**src/rtl/fps_pkg.sv**
```systemverilog
package fps_pkg;

  typedef enum logic [1:0] {
    OP_NONE = 2'd0,
    OP_PROG = 2'd1,
    OP_SECT = 2'd2,
    OP_CHIP = 2'd3
  } fps_op_e;

  // Chip erase outranks sector erase, which outranks program.
  function automatic fps_op_e op_pick(input logic chip, input logic sect, input logic prog);
    if (chip)      return OP_CHIP;
    else if (sect) return OP_SECT;
    else if (prog) return OP_PROG;
    else           return OP_NONE;
  endfunction

  // Data-polling byte after a program: low bits set, bit 7 inverted from data.
  function automatic logic [7:0] prog_status(input logic d7);
    return {~d7, 7'h7F};
  endfunction

  function automatic int max3(input int a, input int b, input int c);
    int m;
    m = (a > b) ? a : b;
    return (m > c) ? m : c;
  endfunction

endpackage

```
**src/rtl/fps_timer.sv**
```systemverilog
module fps_timer #(
  parameter int CNT_W = 8
) (
  input  logic             clk,
  input  logic             rst_n,
  input  logic             cancel,
  input  logic             load,
  input  logic [CNT_W-1:0] load_val,
  output logic             active,
  output logic             expire
);

  logic [CNT_W-1:0] remain_q;

  always_ff @(posedge clk or negedge rst_n) begin
    if (!rst_n)               remain_q <= '0;
    else if (cancel)          remain_q <= '0;
    else if (load)            remain_q <= load_val;
    else if (remain_q != '0)  remain_q <= remain_q - 1'b1;
  end

  assign active = (remain_q != '0);
  assign expire = (remain_q == CNT_W'(1));


  load_idle_chk: assert property (@(posedge clk) disable iff (!rst_n)
    load |-> !active);


  load_value_chk: assert property (@(posedge clk) disable iff (!rst_n)
    load && !cancel |=> remain_q == $past(load_val));

endmodule

```
**src/rtl/fps_status_reg.sv**
```systemverilog
module fps_status_reg (
  input  logic       clk,
  input  logic       rst_n,
  input  logic       clr,
  input  logic       load,
  input  logic [7:0] load_val,
  input  logic       tgl6,
  input  logic       flip7,
  output logic [7:0] status
);

  logic [7:0] st_q;

  always_ff @(posedge clk or negedge rst_n) begin
    if (!rst_n)     st_q <= 8'h00;
    else if (clr)   st_q <= 8'h00;
    else if (load)  st_q <= load_val;
    else            st_q <= st_q ^ {flip7, tgl6, 6'b000000};
  end

  assign status = st_q;


  low_bits_stable_chk: assert property (@(posedge clk) disable iff (!rst_n)
    !clr && !load |=> st_q[5:0] == $past(st_q[5:0]));

endmodule

```
**src/rtl/fps_ctrl.sv**
```systemverilog
module fps_ctrl
  import fps_pkg::*;
#(
  parameter int CNT_W       = 8,
  parameter int SEC_CYCLES  = 24,
  parameter int CHIP_CYCLES = 60,
  parameter int PROG_CYCLES = 3
) (
  input  logic             clk,
  input  logic             rst_n,
  input  logic             cancel,
  input  logic             prog_done,
  input  logic             prog_d7,
  input  logic             sec_erase,
  input  logic             chip_erase,
  input  logic             stat_rd,
  input  logic             bypass,
  input  logic             timer_active,
  input  logic             timer_expire,
  output logic             accept,
  output logic [CNT_W-1:0] load_val,
  output logic             st_clr,
  output logic             st_load,
  output logic [7:0]       st_val,
  output logic             st_tgl,
  output logic             st_flip,
  output logic             done,
  output logic             to_cmd
);

  fps_op_e op;
  logic    finish;
  logic    done_q;
  logic    to_cmd_q;

  function automatic logic [CNT_W-1:0] cycles_for(input fps_op_e o);
    case (o)
      OP_CHIP: return CNT_W'(CHIP_CYCLES);
      OP_SECT: return CNT_W'(SEC_CYCLES);
      OP_PROG: return CNT_W'(PROG_CYCLES);
      default: return '0;
    endcase
  endfunction

  always_comb begin
    op       = op_pick(chip_erase, sec_erase, prog_done);
    accept   = !cancel && !timer_active && (op != OP_NONE);
    load_val = cycles_for(op);
    st_val   = (op == OP_PROG) ? prog_status(prog_d7) : 8'h00;
    finish   = timer_expire && !cancel;
  end

  assign st_clr  = cancel;
  assign st_load = accept;
  assign st_tgl  = timer_active && stat_rd && !cancel;
  assign st_flip = finish;

  always_ff @(posedge clk or negedge rst_n) begin
    if (!rst_n) begin
      done_q   <= 1'b0;
      to_cmd_q <= 1'b0;
    end else begin
      done_q <= finish;
      if (finish) to_cmd_q <= bypass;
    end
  end

  assign done   = done_q;
  assign to_cmd = to_cmd_q;


  done_pulse_chk: assert property (@(posedge clk) disable iff (!rst_n)
    done_q |=> !done_q);


  to_cmd_chk: assert property (@(posedge clk) disable iff (!rst_n)
    timer_expire && !cancel |=> to_cmd_q == $past(bypass));

endmodule

```
**src/rtl/flash_status_poller.sv**
```systemverilog
module flash_status_poller
  import fps_pkg::*;
#(
  parameter int SEC_CYCLES  = 24,
  parameter int CHIP_CYCLES = 60,
  parameter int PROG_CYCLES = 3
) (
  input  logic       clk,
  input  logic       rst_n,
  input  logic       cancel_i,
  input  logic       prog_done_i,
  input  logic       prog_d7_i,
  input  logic       sec_erase_i,
  input  logic       chip_erase_i,
  input  logic       stat_rd_i,
  input  logic       bypass_i,
  output logic [7:0] status_o,
  output logic       busy_o,
  output logic       done_o,
  output logic       done_to_cmd_o
);

  localparam int MAX_CYCLES = max3(SEC_CYCLES, CHIP_CYCLES, PROG_CYCLES);
  localparam int CNT_W      = $clog2(MAX_CYCLES + 1);

  logic             timer_active;
  logic             timer_expire;
  logic             accept;
  logic [CNT_W-1:0] load_val;
  logic             st_clr;
  logic             st_load;
  logic [7:0]       st_val;
  logic             st_tgl;
  logic             st_flip;
  logic             any_start;

  assign any_start = prog_done_i || sec_erase_i || chip_erase_i;

  fps_ctrl #(
    .CNT_W       (CNT_W),
    .SEC_CYCLES  (SEC_CYCLES),
    .CHIP_CYCLES (CHIP_CYCLES),
    .PROG_CYCLES (PROG_CYCLES)
  ) u_ctrl (
    .clk          (clk),
    .rst_n        (rst_n),
    .cancel       (cancel_i),
    .prog_done    (prog_done_i),
    .prog_d7      (prog_d7_i),
    .sec_erase    (sec_erase_i),
    .chip_erase   (chip_erase_i),
    .stat_rd      (stat_rd_i),
    .bypass       (bypass_i),
    .timer_active (timer_active),
    .timer_expire (timer_expire),
    .accept       (accept),
    .load_val     (load_val),
    .st_clr       (st_clr),
    .st_load      (st_load),
    .st_val       (st_val),
    .st_tgl       (st_tgl),
    .st_flip      (st_flip),
    .done         (done_o),
    .to_cmd       (done_to_cmd_o)
  );

  fps_timer #(.CNT_W(CNT_W)) u_timer (
    .clk      (clk),
    .rst_n    (rst_n),
    .cancel   (cancel_i),
    .load     (accept),
    .load_val (load_val),
    .active   (timer_active),
    .expire   (timer_expire)
  );

  fps_status_reg u_status (
    .clk      (clk),
    .rst_n    (rst_n),
    .clr      (st_clr),
    .load     (st_load),
    .load_val (st_val),
    .tgl6     (st_tgl),
    .flip7    (st_flip),
    .status   (status_o)
  );

  assign busy_o = timer_active;


  cancel_clears_chk: assert property (@(posedge clk) disable iff (!rst_n)
    cancel_i |=> status_o == 8'h00 && !busy_o && !done_o);


  busy_read_toggles_chk: assert property (@(posedge clk) disable iff (!rst_n)
    busy_o && stat_rd_i && !cancel_i |=> status_o[6] != $past(status_o[6]));


  idle_read_ignored_chk: assert property (@(posedge clk) disable iff (!rst_n)
    !busy_o && !cancel_i && !any_start |=> status_o == $past(status_o));


  done_flips_bit7_chk: assert property (@(posedge clk) disable iff (!rst_n)
    !cancel_i && timer_expire |=> done_o && !busy_o && status_o[7] != $past(status_o[7]));


  busy_ignores_start_chk: assert property (@(posedge clk) disable iff (!rst_n)
    busy_o && !cancel_i && !timer_expire |=> busy_o && status_o[7] == $past(status_o[7]));

endmodule

```
**config.mk**
```make
export PLATFORM = sky130hd
export DESIGN_NAME = flash_status_poller
export DESIGN_NICKNAME = d
export VERILOG_FILES = /design/src/rtl/fps_pkg.sv /design/src/rtl/fps_timer.sv /design/src/rtl/fps_status_reg.sv /design/src/rtl/fps_ctrl.sv /design/src/rtl/flash_status_poller.sv
export SDC_FILE = /design/constraint.sdc
export NUM_CORES = 1
export LEC_CHECK = 0
export ABC_CLOCK_PERIOD_IN_PS = 3700
export BUFFER_PORTS_ARGS = -buffer_cell sky130_fd_sc_hd__buf_2
export CAP_MARGIN = 40
export CORE_MARGIN = 2
export CORE_UTILIZATION = 52
export DETAILED_ROUTE_END_ITERATION = 12
export GPL_ROUTABILITY_DRIVEN = 0
export PLACE_DENSITY = 0.91
export SLEW_MARGIN = 10
export SYNTH_ARGS = -nofsm -noshare
export SYNTH_HDL_FRONTEND = slang
export SYNTH_SLANG_ARGS = --single-unit
```
**constraint.sdc**
```tcl
create_clock -name clk -period 3.7 [get_ports clk]
set_input_delay 0.185 -clock clk [delete_from_list [all_inputs] [get_ports clk]]
set_output_delay 0.185 -clock clk [all_outputs]
set_load 0.05 [all_outputs]
```
# After elaboration in Yosys (flattened, before gate mapping)
# Index checks and enable logic that the tools add are counted.
[op_classes]
addsub = 1
eq_ne = 4
n_mux = 10
n_bitwise = 2
n_reduce_logical = 10
[ops]
columns = ["cell", "n"]
rows = [
  ["2-to-1 mux 8 bit", 3],
  ["2-to-1 mux 6 bit", 3],
  ["case mux 6 bit (3 select lines)", 1],
  ["XOR 8 bit", 1],
  ["== test 6 x 1 -> 1 bit (second input constant)", 1],
  ["nonzero test 6 bit", 1],
  ["subtractor 6 x 1 -> 6 bit (second input constant)", 1],
  ["logical AND 1 bit", 5],
  ["== test 2 bit (second input constant)", 2],
  ["2-to-1 mux 2 bit", 2],
  ["nonzero test 3 bit", 1],
  ["== test 2 x 1 -> 1 bit (second input constant)", 1],
  ["zero test 1 bit", 2],
  ["nonzero test 2 bit", 1],
  ["2-to-1 mux 1 bit", 1],
  ["inverter 1 bit", 1],
]
[word_totals]
reg_bits = 16
in_bits = 9
out_inout_bits = 11
elab_cells = 31

# Logic depth before layout (Yosys ltp)
# Gate-level depths: netlist of run 1.
[logic_depth]
depth_word = 7
depth_mapped = 5
ltp_nobuf = 5

# Modules after synthesis
# From an unflattened synthesis of run 1, not the netlist that was laid out.
[hier_totals]
cells_unflattened = 90
hier_area_um2 = 952.2
[by_module_without_submodules]
columns = ["module", "n_inst", "cells_per_inst", "area_per_inst_um2", "seq_area_each_um2"]
rows = [
  ["fps_status_reg", 1, 29, 371.6, 200.2],
  ["fps_timer", 1, 37, 370.4, 150.1],
  ["fps_ctrl", 1, 24, 210.2, 50.0],
]

# Worst setup path after synthesis of run 1
# OpenSTA, ideal clock, no wires.
[synth_timing]
path_kind = "flip-flop to flip-flop"
start = "register u_timer.remain_q[4]"
end = "register u_timer.remain_q[3]"
setup_time_ps = 84
arrival_time_ps = 1406
t_required_ps = 3616
path_slack_ps = 2210
stages_incl_launch_ff = 5
n_path_buf = 0
synth_period_minus_slack_ps = 1490
cell_sequence = "dfrtp_1 -> nor4_4 -> and2_1 -> inv_1 -> a21boi_0"
[synth_via]
elab_chain_len = 6
word_cells_on_any_way = 7
classes_between = "2 x mux; 5 x reduce/logical"
[synth_rtl]
columns = ["item", "line", "source"]
rows = [
  ["from (decl)", "fps_timer.sv:13", "logic [CNT_W-1:0] remain_q;"],
  ["from (signal assigned)", "fps_timer.sv:18", "else if (load) remain_q <= load_val;"],
  ["from (signal assigned)", "fps_timer.sv:19", "else if (remain_q != '0) remain_q <= remain_q - 1'b1;"],
  ["nonzero test 6 bit *", "fps_timer.sv:22", "assign active = (remain_q != '0);"],
  ["named net busy_o", "flash_status_poller.sv:18", "output logic busy_o,"],
  ["zero test 1 bit", "fps_ctrl.sv:47", "accept = !cancel && !timer_active && (op != OP_NONE);"],
  ["logical AND 1 bit (2 in a row)", "fps_ctrl.sv:47", ""],
  ["2-to-1 mux 6 bit", "fps_timer.sv:18", ""],
  ["2-to-1 mux 6 bit", "fps_timer.sv:17", "else if (cancel) remain_q <= '0;"],
]
# The timed path passes the listed nets; every way through them passes the cells marked *.
# A chain may end at the register's enable or synchronous reset.

# Worst setup path after layout of run 1
[layout_timing]
start = "register u_timer.remain_q[4]"
end = "output port busy_o"
[layout_via]
elab_chain_len = 1
[layout_rtl]
columns = ["item", "line"]
rows = [
  ["nonzero test 6 bit", "fps_timer.sv:22"],
  ["to (decl)", "flash_status_poller.sv:18"],
]
# Every way passes these cells.

==> results of run 1 <==
## layout make-up
class	count	area, µm²
flip-flops and latches	11	275.3
fillers	100	381.6
clock buffers	4	26.28
multi-input cells	41	327.8
repair buffers	20	105.1
well taps	14	17.52
inverters	6	22.52
## placed cells by master (no fill, tap or decap), types with 2 or more instances in the layout
| cell | netlist | routed |
|---|---|---|
| a21boi_0 | 4 | 4 |
| xnor2_1 | 2 | 2 |
| ha_1 | 3 | 3 |
| dfrtp_1 | 11 | 11 |
| a21oi_1 | 2 | 2 |
| inv_1 | 6 | 6 |
| clkbuf_4 | 0 | 3 |
| buf_2 | 0 | 19 |
| o21ai_0 | 2 | 2 |
| a211oi_1 | 2 | 2 |
| a31oi_1 | 5 | 5 |
| a31o_2 | 4 | 4 |
## sequential cells by signal (all words and copies together) (netlist names)
register,flops
u_ctrl.done,1
u_status.status,3
u_ctrl.to_cmd,1
u_timer.remain_q,6
## routing by layer
metal	vias up	part of all wire
met5	-	0
met4	0	0.0072
met3	2	0.063
met2	29	0.50
met1	261	0.43
li1	265	-
## where the power goes
group          switching [mW]  internal, mW  total (mW)
registers              0.0499         0.165       0.215
clock network          0.0395        0.0416      0.0811
logic                   0.291         0.146       0.437
## stage by stage
stage / cells / hold slack [ns]
after global routing: 96 / 0.1661
after global placement: 91 / 0.05850
after CTS: 96 / 0.1683
after floorplan: 65 / -0.1106
final: 96 / 0.1658
after detailed placement: 91 / 0.06476
## worst paths after layout
path	cells past startpoint	to	slack, ns
worst max-delay path	4	busy_o	1.57
worst min-delay path	2	u_ctrl.to_cmd	0.17
worst max register to register	3	u_ctrl.to_cmd	1.90
worst min register to register	1	u_ctrl.to_cmd	0.52
max in group asynchronous	2	u_status.status[4]	3.20
min in group asynchronous	2	u_timer.remain_q[5]	0.30
## repair_timing
| item | in CTS | in global routing |
|---|---|---|
| endpoints found under the setup margin | 0 | 0 |
| hold buffers | 1 | 0 |
| hold endpoints to repair | 11 | 0 |
## logic make-up after synthesis
logic type | Yosys count | share of synthesized area
AO/OA/AOI/OAI | 23 | 0.2468
buffers and inverters | 13 | 0.1057
AND/OR/NAND/NOR | 11 | 0.1280
flip-flops | 11 | 0.4082
XOR/XNOR | 3 | 0.03897
adder cells (fa/ha/maj) | 3 | 0.05566
multiplexers | 1 | 0.01670
==> results.yml, run 1 <==
grt:
  met1_usage: 0.2622
  met3_usage: 0.03333
  top_usage_layer: "met2"
  antenna_found_initial: 0
  globalRouteOverflowTotal: 0
  gr-usage-met2: 0.3710
  grt_pass1_wl_um: 2256
  grt_pass1_vias: 548
  track_usage: 0.2166
  grt_start_max_net_pins: 15
synthesis:
  netlist_area_um2: 674.4
  synth_area_leaders: "dfrtp_1 (41%), buf_4 (6.7%), ha_1 (5.6%)"
  synth_nets: 77
  yosysTopAreaCell: "dfrtp_1"
  async_reset_ff_frac: 1.000
  synthCells: 65
  yosysTopAreaCellShare: 0.4082
  synth_cell_type_count: 29
  syn_area_per_cell_um2: 10.38
  synth_most_common_cell: "dfrtp_1"
  synth_edf_count: 0
  ys.flop_type: "dfrtp_1"
  yosysSeqAreaShare: 0.4082
  yosys-top-cells-count: "dfrtp_1 (11), buf_4 (6), inv_1 (6), a31oi_1 (5)"
  yosysWarnings: 0
  ys_ff_latch: 11
sta:
  fin_crit_sh: 0.5763
  setup_ws_ns: 1.568
  setup_viol: 0
  fin_crit_ns: 2.132
  maxSlewHeadroom: 0.5813
  worstMarginPinSlew_ns: 0.6233
  final.setup.tns_ns: 0
  fin_skew_ns: 0.005542
  drv_slew: 0
  fmax_mhz: 469.0
  finalHoldViolations: 0
  rsz0062_at_grt: "no"
place:
  dp_hpwl_um: 1026
  place_area_um2: 738.2
  pre_cts_slack_ns: 1.874
  port_buffers: 19
clock_tree:
  clockBufferDepth: 2
  cts_num_sinks: 11
  tritoncts: "built"
  cts_buffers: 3
  cts_root_buffer: "clkbuf_4"
  htree_levels: 1
  cts_resized: 0
  postCtsSetupRepairBufs: 0
  clk_pin_slew_ns: 0.07
  clk_latency_ns: 0.26
worst_setup_path:
  setup.worst_path.start: "u_timer.remain_q[4]"
  crit_family: "simple AND/OR/NAND/NOR gates"
  timing.rr.start: "u_timer.remain_q[4]"
  cpPeakStageDelay_ns: 0.62
  end_kind: "output port"
  cpMaxStageDelayCell: "nor4_4"
  path_max_fanout: 14
  crit_buf_inv: 2
  critPathKind: "flip-flop to output port"
  cp.arrival_ns: 1.95
  cp_cell_sequence: "nor4_4 -> and2_1 -> inv_1 -> buf_2"
  start_kind: "flip-flop"
  cp.required_ns: 3.51
cells_and_area:
  drive_above_1_share: 0.3780
  layout.nets: 95
  syn_to_final_growth_pct: 14.84
  fin_area_um2: 774.5
  finish.utilization: 0.6699
  diodes: 0
hold_path:
  min_path_type: "input pin to flip-flop"
  min-delay-start: "bypass_i"
routing:
  firstDrtPassIters: 4
  first_iter_violations: 19
  dr_total_vias: 557
  avgRoutedWirePerCell_um: 14.44
  avgViaCountPerCell: 5.802
  postRouteWirelength_um: 1386
  drc_errors: 0
  antenna_left: 0
outcome:
  status: "finished, final reports clean"
floorplanning:
  die_y_um: 40.01
  initial_core_util: 0.5833
  ioPinCount: 20
  dieArea_um2: 1601
  die_w_um: 40.01
  rows: 12
  coreArea_um2: 1156
pwr:
  irDropWorstVdd_v: 0.0004429
  p_per_area_nw_per_um2: 947.7
  leakage_nw: 0.3747
  p_total_mw: 0.7340
flow_run:
  maxCapViolCount: 0
No activity file was read; power rests on OpenSTA's default activity.
==> inputs of run 2 (changes only) <==
--- a/config.mk
+++ b/config.mk
@@ -5,14 +5,15 @@
 export SDC_FILE = /design/constraint.sdc
 export NUM_CORES = 1
 export LEC_CHECK = 0
-export ABC_CLOCK_PERIOD_IN_PS = 3700
+export ABC_AREA = 1
+export ABC_CLOCK_PERIOD_IN_PS = 2200
 export BUFFER_PORTS_ARGS = -buffer_cell sky130_fd_sc_hd__buf_2
 export CAP_MARGIN = 40
 export CORE_MARGIN = 2
-export CORE_UTILIZATION = 52
+export CORE_UTILIZATION = 50
 export DETAILED_ROUTE_END_ITERATION = 12
 export GPL_ROUTABILITY_DRIVEN = 0
-export PLACE_DENSITY = 0.91
+export PLACE_DENSITY = 0.87
 export SLEW_MARGIN = 10
 export SYNTH_ARGS = -nofsm -noshare
 export SYNTH_HDL_FRONTEND = slang
==> constraint.sdc (replaced) <==
create_clock -name clk -period 2.2 [get_ports clk]
set_input_delay 0.11 -clock clk [delete_from_list [all_inputs] [get_ports clk]]
set_output_delay 0.11 -clock clk [all_outputs]
set_load 0.05 [all_outputs]
==> results.yml, run 2 <==
outcome:
  status: "finished, final reports clean"
synthesis:
  yosysTopAreaCellShare: 0.3612
  yosysTopAreaCell: "dfrtp_1"
  syn_area_per_cell_um2: 7.697
  synthCells: 99
  synth_area_leaders: "dfrtp_1 (36%), nand2_1 (12%), nand3_1 (5.9%)"
  async_reset_ff_frac: 1.000
  synth_cell_type_count: 20
  ys_ff_latch: 11
  yosys-top-cells-count: "nand2_1 (25), nor2_1 (12), dfrtp_1 (11), inv_1 (11), nand3_1 (9)"
  synth_nets: 111
  yosysSeqAreaShare: 0.3612
  synth_most_common_cell: "nand2_1"
  yosysWarnings: 0
  synth_edf_count: 0
  netlist_area_um2: 762.0
  ys.flop_type: "dfrtp_1"
sta:
  drv_slew: 0
  fin_crit_ns: 1.621
  final.setup.tns_ns: 0
  setup_viol: 0
  holdWs_ns: 0.03793
  fin_crit_sh: 0.7366
  rsz0062_at_grt: "no"
  maxSlewHeadroom: 0.7945
  finalHoldViolations: 0
  fin_skew_ns: 0.002248
  fmax_mhz: 617.1
  worstMarginPinSlew_ns: 0.3083
routing:
  dr_total_vias: 706
  antenna_left: 0
  first_iter_violations: 14
  avgRoutedWirePerCell_um: 12.33
  avgViaCountPerCell: 5.269
  postRouteWirelength_um: 1652
  drc_errors: 0
  firstDrtPassIters: 4
floorplanning:
  ioPinCount: 20
  initial_core_util: 0.5179
  coreArea_um2: 1471
  die_y_um: 43.04
  die_w_um: 43.04
  rows: 14
  dieArea_um2: 1852
worst_setup_path:
  rr_endpoint: "u_timer.remain_q[4]"
  end_kind: "output port"
  r2r_cells: 9
  path_max_fanout: 7
  crit_buf_inv: 2
  crit_family: "buffers and inverters"
  cp.required_ns: 2.09
  reg2reg_slack_ns: 0.68
  timing.rr.start: "u_timer.remain_q[1]"
  cp_cell_sequence: "inv_1 -> ha_1 -> nand3_1 -> buf_2"
  cp.arrival_ns: 1.51
  critPathKind: "flip-flop to output port"
  cpPeakStageDelay_ns: 0.40
  start_kind: "flip-flop"
  cpMaxStageDelayCell: "dfrtp_1"
hold_path:
  min_path_type: "input pin to flip-flop"
  min_to: "u_ctrl.to_cmd"
  min-delay-start: "bypass_i"
  hold_depth: 3
cells_and_area:
  syn_to_final_growth_pct: 14.94
  largest_register_ffs: 6
  diodes: 0
  top_register: "u_timer.remain_q"
  final_common_cell: "nand2_1"
  final_cell_mix: "nand2_1 (25), buf_2 (19), nor2_1 (12), inv_1 (11), dfrtp_1 (11)"
  layout.nets: 131
  finish.utilization: 0.5952
  fin_cells: 134
  drive_above_1_share: 0.2966
pwr:
  irDropWorstVdd_v: 0.0006500
  p_per_area_nw_per_um2: 1462
  p_total_mw: 1.281
  leakage_nw: 0.5221
place:
  place_inst: 129
  port_buffers: 19
  dp_hpwl_um: 1261
grt:
  met1_usage: 0.2486
  grt_pass1_wl_um: 2773
  track_usage: 0.2009
  grt_start_max_net_pins: 12
  globalRouteOverflowTotal: 0
  met3_usage: 0.01702
  antenna_found_initial: 0
  grt_pass1_vias: 669
  top_usage_layer: "met2"
  gr-usage-met2: 0.3424
clock_tree:
  tritoncts: "built"
  cts_buffers: 3
  cts_root_buffer: "clkbuf_4"
  clockBufferDepth: 2
  clk_latency_ns: 0.26
  cts_num_sinks: 11
  clk_pin_slew_ns: 0.07
  htree_levels: 1
flow_run:
  maxCapViolCount: 0
-- run 2: worst max path at each step --
stage | from | end | slack (ns) | cells past startpoint
after floorplan | u_timer.remain_q[0] | u_timer.remain_q[0] | 0.49 | 7
after global placement | u_timer.remain_q[0] | u_timer.remain_q[4] | 0.78 | 9
after detailed placement | u_timer.remain_q[1] | u_timer.remain_q[4] | 0.72 | 9
after CTS | u_timer.remain_q[1] | busy_o | 0.59 | 4
after global routing | u_timer.remain_q[0] | busy_o | 0.50 | 4
final | u_timer.remain_q[1] | busy_o | 0.58 | 4
-- run 2: final cells by class --
cell class / count / area (µm²)
multi-input cells: 70 / 395.4
well taps: 16 / 20.02
inverters: 13 / 53.80
clock buffers: 4 / 26.28
repair buffers: 20 / 105.1
fillers: 133 / 595.6
flip-flops and latches: 11 / 275.3
-- run 2: power by group --
part           switching, mW  internal (mW)  total, mW
logic                  0.564          0.236      0.801
registers             0.0679          0.275      0.343
clock network         0.0670         0.0701      0.137
-- run 2: timing repair --
item / in CTS / in global routing
hold endpoints to repair: 11 / 0
setup buffers: 0 / 0
hold buffers: 1 / 0
setup endpoints to repair: 0 / 0
resized for setup: 0 / 0
-- run 2: cells by family (layout without fill, tap and decap cells) --
group                    after synthesis  count (layout)  share of synthesized area
XOR/XNOR                               2               2                    0.02299
buffers and inverters                 18              37                     0.1199
AO/OA/AOI/OAI                          2               2                    0.01642
flip-flops                            11              11                     0.3612
AND/OR/NAND/NOR                       63              63                     0.4302
adder cells (fa/ha/maj)                3               3                    0.04927
-- run 2: per-stage QoR --
| stage | cell area (µm²) | setup slack, ns |
|---|---|---|
| 5_1_grt | 875.8 | 0.5047 |
| 4_1_cts | 875.8 | 0.5921 |
| 3_3_place_gp | 839.6 | 0.7752 |
| 6_report | 875.8 | 0.5794 |
| 2_1_floorplan | 762.0 | 0.4926 |
| 3_5_place_dp | 839.6 | 0.7186 |
-- run 2: layer usage --
| layer | vias up | routed length, µm |
|---|---|---|
| li1 | 344 | - |
| met1 | 342 | 713 |
| met2 | 18 | 860 |
| met3 | 2 | 52 |
| met4 | 0 | 25 |
| met5 | - | 0 |
-- run 2: worst register-to-register path: stages (launching register included) --
cell	delay (ns)
dfrtp_1	0.40
inv_1	0.18
ha_1	0.25
nand2_4	0.08
nor2_8	0.14
nand2_4	0.09
clkinv_4	0.09
nand2_2	0.06
nand2_2	0.07
nor2_1	0.05
